## src/rtl/stk_pkg.sv

```systemverilog
package stk_pkg;

    typedef enum logic [2:0] {
        OP_NOP    = 3'd0,
        OP_PUSH8  = 3'd1,
        OP_POP8   = 3'd2,
        OP_PUSH16 = 3'd3,
        OP_POP16  = 3'd4,
        OP_LDSP   = 3'd5
    } stk_op_e;

    typedef enum logic [2:0] {
        ST_CLEAR,
        ST_IDLE,
        ST_PUSH_LO,
        ST_POP_HI,
        ST_CAP8,
        ST_CAP16
    } stk_state_e;

    typedef struct packed {
        logic       we;
        logic       re;
        logic [7:0] off;
        logic [7:0] wdata;
    } mem_cmd_t;

    typedef struct packed {
        logic dec;
        logic inc;
        logic load;
    } sp_ctl_t;

    function automatic logic [15:0] page_addr(input logic [7:0] page, input logic [7:0] off);
        return {page, off};
    endfunction

endpackage

```

## src/rtl/stk_ptr.sv

```systemverilog
module stk_ptr
    import stk_pkg::*;
#(
    parameter int          SP_W    = 8,
    parameter logic [7:0]  SP_INIT = 8'hFF
) (
    input  logic            clk,
    input  logic            rst,
    input  sp_ctl_t         ctl,
    input  logic [SP_W-1:0] load_val,
    output logic [SP_W-1:0] sp,
    output logic            flag_n,
    output logic            flag_z
);

    always_ff @(posedge clk) begin
        if (rst) begin
            sp     <= SP_W'(SP_INIT);
            flag_n <= 1'b0;
            flag_z <= 1'b0;
        end else if (ctl.load) begin
            sp     <= load_val;
            flag_n <= load_val[SP_W-1];
            flag_z <= (load_val == '0);
        end else if (ctl.dec) begin
            sp <= sp - 1'b1;
        end else if (ctl.inc) begin
            sp <= sp + 1'b1;
        end
    end

endmodule

```

## src/rtl/stk_seq.sv

```systemverilog
module stk_seq
    import stk_pkg::*;
#(
    parameter int SP_W      = 8,
    parameter int DATA_W    = 8,
    parameter int CLR_BYTES = 254
) (
    input  logic              clk,
    input  logic              rst,
    input  logic              req_valid,
    input  logic [2:0]        req_op,
    input  logic [2*DATA_W-1:0] req_data,
    input  logic [SP_W-1:0]   sp,
    input  logic [DATA_W-1:0] mem_rdata,
    output mem_cmd_t          cmd,
    output sp_ctl_t           ctl,
    output logic              busy,
    output logic              pop_valid,
    output logic [2*DATA_W-1:0] pop_data
);

    localparam int CNT_W = $clog2(CLR_BYTES + 1);

    stk_state_e        state;
    logic [CNT_W-1:0]  cnt;
    logic [DATA_W-1:0] lo_q;
    stk_op_e           op;

    assign op   = stk_op_e'(req_op);
    assign busy = (state != ST_IDLE);

    always_comb begin
        cmd      = '0;
        ctl      = '0;
        cmd.off  = 8'(sp);
        case (state)
            ST_CLEAR: begin
                cmd.we  = 1'b1;
                cmd.off = 8'(cnt);
            end
            ST_IDLE: if (req_valid) begin
                case (op)
                    OP_PUSH8:  begin cmd.we = 1'b1; cmd.wdata = req_data[DATA_W-1:0]; ctl.dec = 1'b1; end
                    OP_PUSH16: begin cmd.we = 1'b1; cmd.wdata = req_data[2*DATA_W-1:DATA_W]; ctl.dec = 1'b1; end
                    OP_POP8,
                    OP_POP16:  begin cmd.re = 1'b1; ctl.inc = 1'b1; end
                    OP_LDSP:   ctl.load = 1'b1;
                    default: ;
                endcase
            end
            ST_PUSH_LO: begin cmd.we = 1'b1; cmd.wdata = lo_q; ctl.dec = 1'b1; end
            ST_POP_HI:  begin cmd.re = 1'b1; ctl.inc = 1'b1; end
            default: ;
        endcase
    end

    always_ff @(posedge clk) begin
        if (rst) begin
            state     <= ST_CLEAR;
            cnt       <= '0;
            lo_q      <= '0;
            pop_valid <= 1'b0;
            pop_data  <= '0;
        end else begin
            pop_valid <= 1'b0;
            case (state)
                ST_CLEAR: begin
                    cnt <= cnt + 1'b1;
                    if (cnt == CNT_W'(CLR_BYTES - 1)) state <= ST_IDLE;
                end
                ST_IDLE: if (req_valid) begin
                    case (op)
                        OP_PUSH16: begin lo_q <= req_data[DATA_W-1:0]; state <= ST_PUSH_LO; end
                        OP_POP8:   state <= ST_CAP8;
                        OP_POP16:  state <= ST_POP_HI;
                        default: ;
                    endcase
                end
                ST_PUSH_LO: state <= ST_IDLE;
                ST_POP_HI: begin
                    lo_q  <= mem_rdata;
                    state <= ST_CAP16;
                end
                ST_CAP8: begin
                    pop_data  <= {{DATA_W{1'b0}}, mem_rdata};
                    pop_valid <= 1'b1;
                    state     <= ST_IDLE;
                end
                ST_CAP16: begin
                    pop_data  <= {mem_rdata, lo_q};
                    pop_valid <= 1'b1;
                    state     <= ST_IDLE;
                end
                default: state <= ST_IDLE;
            endcase
        end
    end

    AST_PUSH_DEC: assert property (@(posedge clk) disable iff (rst)
        (state != ST_CLEAR && cmd.we) |=> (sp == $past(sp) - 1'b1));
    AST_POP_INC: assert property (@(posedge clk) disable iff (rst)
        cmd.re |=> (sp == $past(sp) + 1'b1));
    AST_BUSY_IGNORED: assert property (@(posedge clk) disable iff (rst)
        (state == ST_CAP8 || state == ST_CAP16) |=> $stable(sp));
    AST_VALID_PULSE: assert property (@(posedge clk) disable iff (rst)
        pop_valid |=> !pop_valid);

endmodule

```

## src/rtl/stack_engine.sv

```systemverilog
module stack_engine
    import stk_pkg::*;
#(
    parameter int         SP_W      = 8,
    parameter int         PAGE_W    = 8,
    parameter int         DATA_W    = 8,
    parameter logic [7:0] PAGE      = 8'h01,
    parameter logic [7:0] SP_INIT   = 8'hFF,
    parameter int         CLR_BYTES = 254
) (
    input  logic                     clk,
    input  logic                     rst,
    input  logic                     req_valid,
    input  logic [2:0]               req_op,
    input  logic [2*DATA_W-1:0]      req_data,
    input  logic [SP_W-1:0]          idx_in,
    output logic                     busy,
    output logic [SP_W-1:0]          sp_out,
    output logic                     flag_n,
    output logic                     flag_z,
    output logic                     pop_valid,
    output logic [2*DATA_W-1:0]      pop_data,
    output logic [PAGE_W+SP_W-1:0]   mem_addr,
    output logic                     mem_we,
    output logic                     mem_re,
    output logic [DATA_W-1:0]        mem_wdata,
    input  logic [DATA_W-1:0]        mem_rdata
);

    localparam int ADDR_W = PAGE_W + SP_W;

    mem_cmd_t cmd;
    sp_ctl_t  ctl;

    stk_ptr #(.SP_W(SP_W), .SP_INIT(SP_INIT)) u_ptr (
        .clk(clk), .rst(rst), .ctl(ctl), .load_val(idx_in),
        .sp(sp_out), .flag_n(flag_n), .flag_z(flag_z)
    );

    stk_seq #(.SP_W(SP_W), .DATA_W(DATA_W), .CLR_BYTES(CLR_BYTES)) u_seq (
        .clk(clk), .rst(rst), .req_valid(req_valid), .req_op(req_op),
        .req_data(req_data), .sp(sp_out), .mem_rdata(mem_rdata),
        .cmd(cmd), .ctl(ctl), .busy(busy),
        .pop_valid(pop_valid), .pop_data(pop_data)
    );

    assign mem_addr  = ADDR_W'(page_addr(PAGE, cmd.off));
    assign mem_we    = cmd.we;
    assign mem_re    = cmd.re;
    assign mem_wdata = DATA_W'(cmd.wdata);

    AST_PAGE_FIXED: assert property (@(posedge clk) disable iff (rst)
        (mem_we || mem_re) |-> (mem_addr[ADDR_W-1:SP_W] == PAGE_W'(PAGE)));
    AST_ONE_ACCESS: assert property (@(posedge clk) disable iff (rst)
        !(mem_we && mem_re));
    AST_LOAD_NEXT: assert property (@(posedge clk) disable iff (rst)
        (req_valid && !busy && req_op == OP_LDSP) |=> (sp_out == $past(idx_in)));

endmodule

```

## config.mk

```make
export PLATFORM = sky130hd
export DESIGN_NAME = stack_engine
export DESIGN_NICKNAME = d
export VERILOG_FILES = /design/src/rtl/stk_pkg.sv /design/src/rtl/stk_ptr.sv /design/src/rtl/stk_seq.sv /design/src/rtl/stack_engine.sv
export SDC_FILE = /design/constraint.sdc
export NUM_CORES = 1
export LEC_CHECK = 0
export BUFFER_PORTS_ARGS = -buffer_cell sky130_fd_sc_hd__buf_2
export CAP_MARGIN = 30
export CORE_AREA = 2 2 82 84
export CTS_CLUSTER_SIZE = 40
export DETAILED_ROUTE_END_ITERATION = 12
export DIE_AREA = 0 0 84 86
export GPL_TIMING_DRIVEN = 0
export HOLD_SLACK_MARGIN = 0.05
export PLACE_DENSITY = 0.74
export REMOVE_ABC_BUFFERS = 1
export SYNTH_ARGS = -nofsm -noshare
export SYNTH_HDL_FRONTEND = slang
export SYNTH_HIERARCHICAL = 1
export SYNTH_SLANG_ARGS = --single-unit
export TNS_END_PERCENT = 10
```

## constraint.sdc

```tcl
create_clock -name clk -period 2.83 [get_ports clk]
set_input_delay 0.1415 -clock clk [delete_from_list [all_inputs] [get_ports clk]]
set_output_delay 0.1415 -clock clk [all_outputs]
set_load 0.02 [all_outputs]
```

# [After elaboration in Yosys (flattened, before gate mapping)]
# Index checks and enable logic that the tools add are counted.
[word_totals] in_bits=38 elab_cells=64 output_inout_bits=54 register_bits=46
[classes] n_eq_ne=16 mux=26 n_reduce_logical=11 n_addsub=3
[ops] operator="$mux W8" n=7
[ops] operator="$pmux W8 S2" n=3
[ops] operator="$pmux W16 S2" n=1
[ops] operator="$pmux W3 S3" n=2
[ops] operator="$add A8 B1 Y8 const B" n=2
[ops] operator="$eq A3 B2 Y1 const B" n=4
[ops] operator="$eq A3 B3 Y1 const B" n=4
[ops] operator="$mux W3" n=3
[ops] operator="$eq A8 B8 Y1 const B" n=1
[ops] operator="$logic_not A8 Y1" n=1
[ops] operator="$pmux W1 S2" n=4
[ops] operator="$reduce_or A2 Y1" n=4
[ops] operator="$sub A8 B1 Y8 const B" n=1
[ops] operator="$eq A3 B1 Y1 const B" n=2
[ops] operator="$reduce_and A3 Y1" n=2
[ops] operator="$mux W1" n=5
[ops] operator="$ne A2 B1 Y1 const B" n=2
[ops] operator="$ne A4 B3 Y1 const B" n=1
[ops] operator="$reduce_bool A2 Y1" n=2
[ops] operator="$logic_not A3 Y1" n=1
[ops] operator="$ne A3 B1 Y1 const B" n=1
[ops] operator="$reduce_bool A3 Y1" n=1
[ops] operator="$mux W2" n=1
[ops] operator="$ne A2 B2 Y1 const B" n=1

# [Longest topological paths before layout]
[depth] ltp_word=8 mapped_depth=12 ltp_nobuf=10

# [Modules after synthesis]
# The synthesis kept the hierarchy.
[by_module_without_submodules] mod="stk_seq" n_inst=1 seq_area_each_um2=720.7 area_per_inst_um2=1980.6 cells_per_inst=258
[by_module_without_submodules] mod="stk_ptr" n_inst=1 seq_area_each_um2=200.2 area_per_inst_um2=757.0 cells_per_inst=93
[by_module_without_submodules] mod="stack_engine" n_inst=1 seq_area_each_um2=0.0 area_per_inst_um2=67.6 cells_per_inst=10

# [Worst setup path before layout]
# No wires, ideal clock.
[synth_timing] kind="register to register" startpoint="register u_seq.state[0]" endpoint="register u_ptr.sp[6]" arrival_ps=2585 stages_incl_launch_ff=12 path_slack_ps=118 synth_period_minus_slack_ps=2712 required_time_ps=2704 setup_time_ps=126 path_cell_list="dfxtp_1 -> clkbuf_1 -> buf_2 -> nor3b_2 -> inv_1 -> nand2_1 -> ha_1 -> nor2b_4 -> o31a_1 -> or4_1 -> o211ai_1 -> a31oi_1"
[synth_rtl] item="start: declaration" line="stk_seq.sv:24" text="stk_state_e state;"
[synth_rtl] item="start signal: assignment" line="stk_seq.sv:59" text="state <= ST_CLEAR;"
[synth_rtl] item="start signal: assignment" line="stk_seq.sv:69" text="if (cnt == CNT_W'(CLR_BYTES - 1)) state <= ST_IDLE;"
[synth_rtl] item="start signal: assignment" line="stk_seq.sv:73" text="OP_PUSH16: begin lo_q <= req_data[DATA_W-1:0]; state <= ST_PUSH_LO; end"
[synth_rtl] item="end signal: assignment" line="stk_ptr.sv:18" text="sp <= SP_W'(SP_INIT);"
[synth_rtl] item="end signal: assignment" line="stk_ptr.sv:22" text="sp <= load_val;"
[synth_rtl] item="end signal: assignment" line="stk_ptr.sv:26" text="sp <= sp - 1'b1;"
[synth_rtl] item="end: declaration" line="stk_ptr.sv:11" text="output logic [SP_W-1:0] sp,"

==> summary.md <==
| Metric | Value |
|---|---|
| Status | `complete, no violations` |
| Largest cells by area after synthesis | `dfxtp_1 33%, nand2_1 6.6%, mux2i_1 6.1%` |
| Pin count of the biggest net entering global routing | `50` |
| DR DRC count | `0` |
| Final HPWL DP | `around 5300 µm` |
| CP endpoint | `u_ptr/sp[6]` |
| Fin crit share | `roughly 92%` |
| Area leader, netlist | `dfxtp_1` |
| Share of the synthesized area in the top cell type | `between 30% and 40%` |
| RSZ-0062 raised after global routing | `false` |
| Die area | `7224 µm²` |
| Max VDD drop | `around 0.23 mV` |
| CP required | `slightly above 3000 ps` |
| Fraction of registers with async set/reset | `0%` |
| Cells after synthesis | `around 360` |
| CP Launch Point | `u_seq/state[2]` |
| Max_cap viols | `0` |
| Routed vias/inst | `roughly 5.6` |
| Port Buf Inserts | `83` |
| Diodes inserted | `0` |
| Starting Density | `between 40% and 50%` |
| Post-DRT Antenna Nets | `0` |
| Max Fclk | `a little under 0.4 GHz` |
| Clk buf depth | `2` |
| Minimum clock period after layout | `between 2000 and 3000 ps` |
| Initial antenna violation count | `0` |
| Num ports | `92` |
| Total routed wirelength | `about 7400 µm` |
| R2r setup slk | `between 200 and 250 ps` |
| Core ar. | `about 6300 µm²` |
| Max H-tree Level | `2` |
| Area grow syn2layout | `20.25%` |
| FF+latch count, synth | `46` |
| Slew Limit Fails | `0` |
| # nets final | `480` |
| Synthesized area | `about 2800 µm²` |
| Site row count | `29` |
| GR Util All Layers | `approximately a fifth` |
| Worst R2R Path Depth | `10` |
| Crit. End Element | `register` |
| Final setup violation count | `0` |
| Clock-pin slew on the worst setup and hold paths | `90 ps` |
| Top post-synthesis cells by count | `49 x nand2_1, 46 x dfxtp_1, 30 x nand3_1` |
| Relative slew slack | `38.51%` |
| DR iter-0 viols | `roughly 160` |
| Final Hold Violating Endpoints | `0` |
| WL/cell | `around 14 µm` |
| Vias in the first global route | `around 2600` |
| Die Width | `84 µm` |
| Clock Skews | `around 7.8 ps` |
| DIE HEIGHT | `about 86 µm` |
| Startpoint Class | `register` |
| CTS tree | `yes` |
| Reg2reg start | `u_seq/state[2]` |
| PD cells | `roughly 340 nW/µm²` |
| Global route overflow | `0` |
| Crit Path Max Fanout | `17` |
| DRT Pass-1 Iters | `4` |
| Routability-driven placement congestion ratio | `approximately 0.82` |
| Root buffer cell | `clkbuf_8` |
| Worst setup margin | `roughly 230 ps` |
| Slew @ Worst Pin | `between 900 and 1000 ps` |
| Worst min-delay path class | `input pin to register` |
| Clock buffers created by TritonCTS | `5` |
| Placed Cells | `about 500` |
| RR Endpoint | `u_ptr/sp[6]` |
| Post-synthesis sequential area ratio | `about a third` |
| Total number of vias | `between 2000 and 3000` |
| Static Leakage | `1.455 nW` |
| Most common cell in the synthesized netlist | `nand2_1` |
| First-pass GRT wire length | `12330 µm` |
| Worst-skew pair later-pin latency | `around 300 ps` |
| Mean Syn Cell Area | `roughly 7.8 µm²` |
| Layout cells sized above 1 | `26.56%` |
| Critical path class | `register to register` |
| Pre-CTS setup slack | `-1024 ps` |
| Synth warn | `6` |
| Ys flop type | `dfxtp_1` |
| CTS Sinks | `46` |
| Worst EP arrival | `approximately 2800 ps` |
| Number of synthesized flops with an enable pin | `0` |
| Finished Layout Cells | `510` |
| Yosys cell types | `54` |
[report_power, final]
part | switching [mW] | total [mW] | internal [mW]
sequential | 0.00541 | 0.655 | 0.650
clock | 0.228 | 0.394 | 0.166
combinational | 0.0648 | 0.105 | 0.0400
total | 0.298 | 1.15 | 0.856
[cells by family after synthesis]
| kind of cell | Yosys count | synth area share (%) |
|---|---|---|
| AND/OR/NAND/NOR | 155 | 28.19 |
| buffers and inverters | 42 | 6.957 |
| XOR/XNOR | 4 | 1.249 |
| multiplexers | 19 | 6.869 |
| adder cells (fa/ha/maj) | 9 | 4.282 |
| AO/OA/AOI/OAI | 84 | 19.36 |
| other | 2 | 0.2677 |
| flip-flops | 46 | 32.83 |
[layout make-up]
| class | instances | area (µm²) |
|---|---|---|
| inverters | 9 | 33.78 |
| repair buffers | 92 | 485.5 |
| fillers | 608 | 2904 |
| clock buffers | 5 | 68.82 |
| clock inverters | 2 | 10.01 |
| multi-input cells | 279 | 1752 |
| well taps | 77 | 96.34 |
| flip-flops and latches | 46 | 927.1 |
[worst min-delay path by stage]
| stage | start | cells after the start | end |
|---|---|---|---|
| final | idx_in[0] | 2 | u_ptr/sp[0] |
| after detailed placement | idx_in[0] | 2 | u_ptr/sp[0] |
| after CTS | idx_in[0] | 2 | u_ptr/sp[0] |
| after global routing | idx_in[0] | 2 | u_ptr/sp[0] |
| after floorplan | rst | 1 | u_ptr/flag_z |
| after global placement | idx_in[0] | 2 | u_ptr/sp[0] |
[what timing repair did]
item / CTS / global route
resized for setup: 9 / 2
hold buffers: 0 / 0
pin swaps: 1 / 0
buffers inserted: 1 / 4
endpoints found under the setup margin: 17 / 5
[layer usage]
layer / routed length [µm] / GRT usage [%]
met2: 3399 / 34.25
met3: 503 / 5.390
met4: 49 / 4.839
met5: 0 / 0
met1: 3439 / 26.74
[through the flow]
step / util (%) / area, µm² / power [mW] / hold WS (ps) / TNS [ps]
floorplan: - / 2666 / 0.7144 / 210.6 / -5651
global placement: 50.63 / 3178 / 0.7725 / 367.9 / -22420
detailed placement: 51.19 / 3213 / 0.7752 / 378.0 / -6670
CTS: 53.10 / 3333 / 1.172 / 61.49 / 0
global route: 53.74 / 3373 / 1.210 / 60.84 / 0
finish: 53.74 / 3373 / 1.154 / 66.67 / 0
[cell usage in the layout, fill, tap and decap left out, types with 6 or more instances in the layout]
cell	instances
a31oi_1	10
buf_4	6
nor2_1	26
nor2b_1	6
nand2_1	48
mux2i_1	17
nor3_1	11
dfxtp_1	43
inv_1	9
conb_1	8
buf_2	85
ha_1	8
a21oi_1	25
nand3_1	29
and4b_1	9
o21ai_0	16
a211oi_1	14
[flip-flops by register name, summed over array words and instances, names as in the netlist]
name	count
u_ptr/flag_n	1
u_seq/pop_valid	1
u_seq/lo_q	8
u_ptr/flag_z	1
u_ptr/sp	8
u_seq/cnt	8
u_seq/pop_data	16
u_seq/state	3
[critical path, stage by stage (launching register included)]
cell      delay (ps)
dfxtp_2          430
nor3b_4          230
buf_4            190
nand3_4          150
nand2_4          160
ha_1             280
nor2b_4          150
o31a_1           270
or4_1            410
o211ai_1         120
a31oi_1          100
No activity file was read; power rests on OpenSTA's default activity.
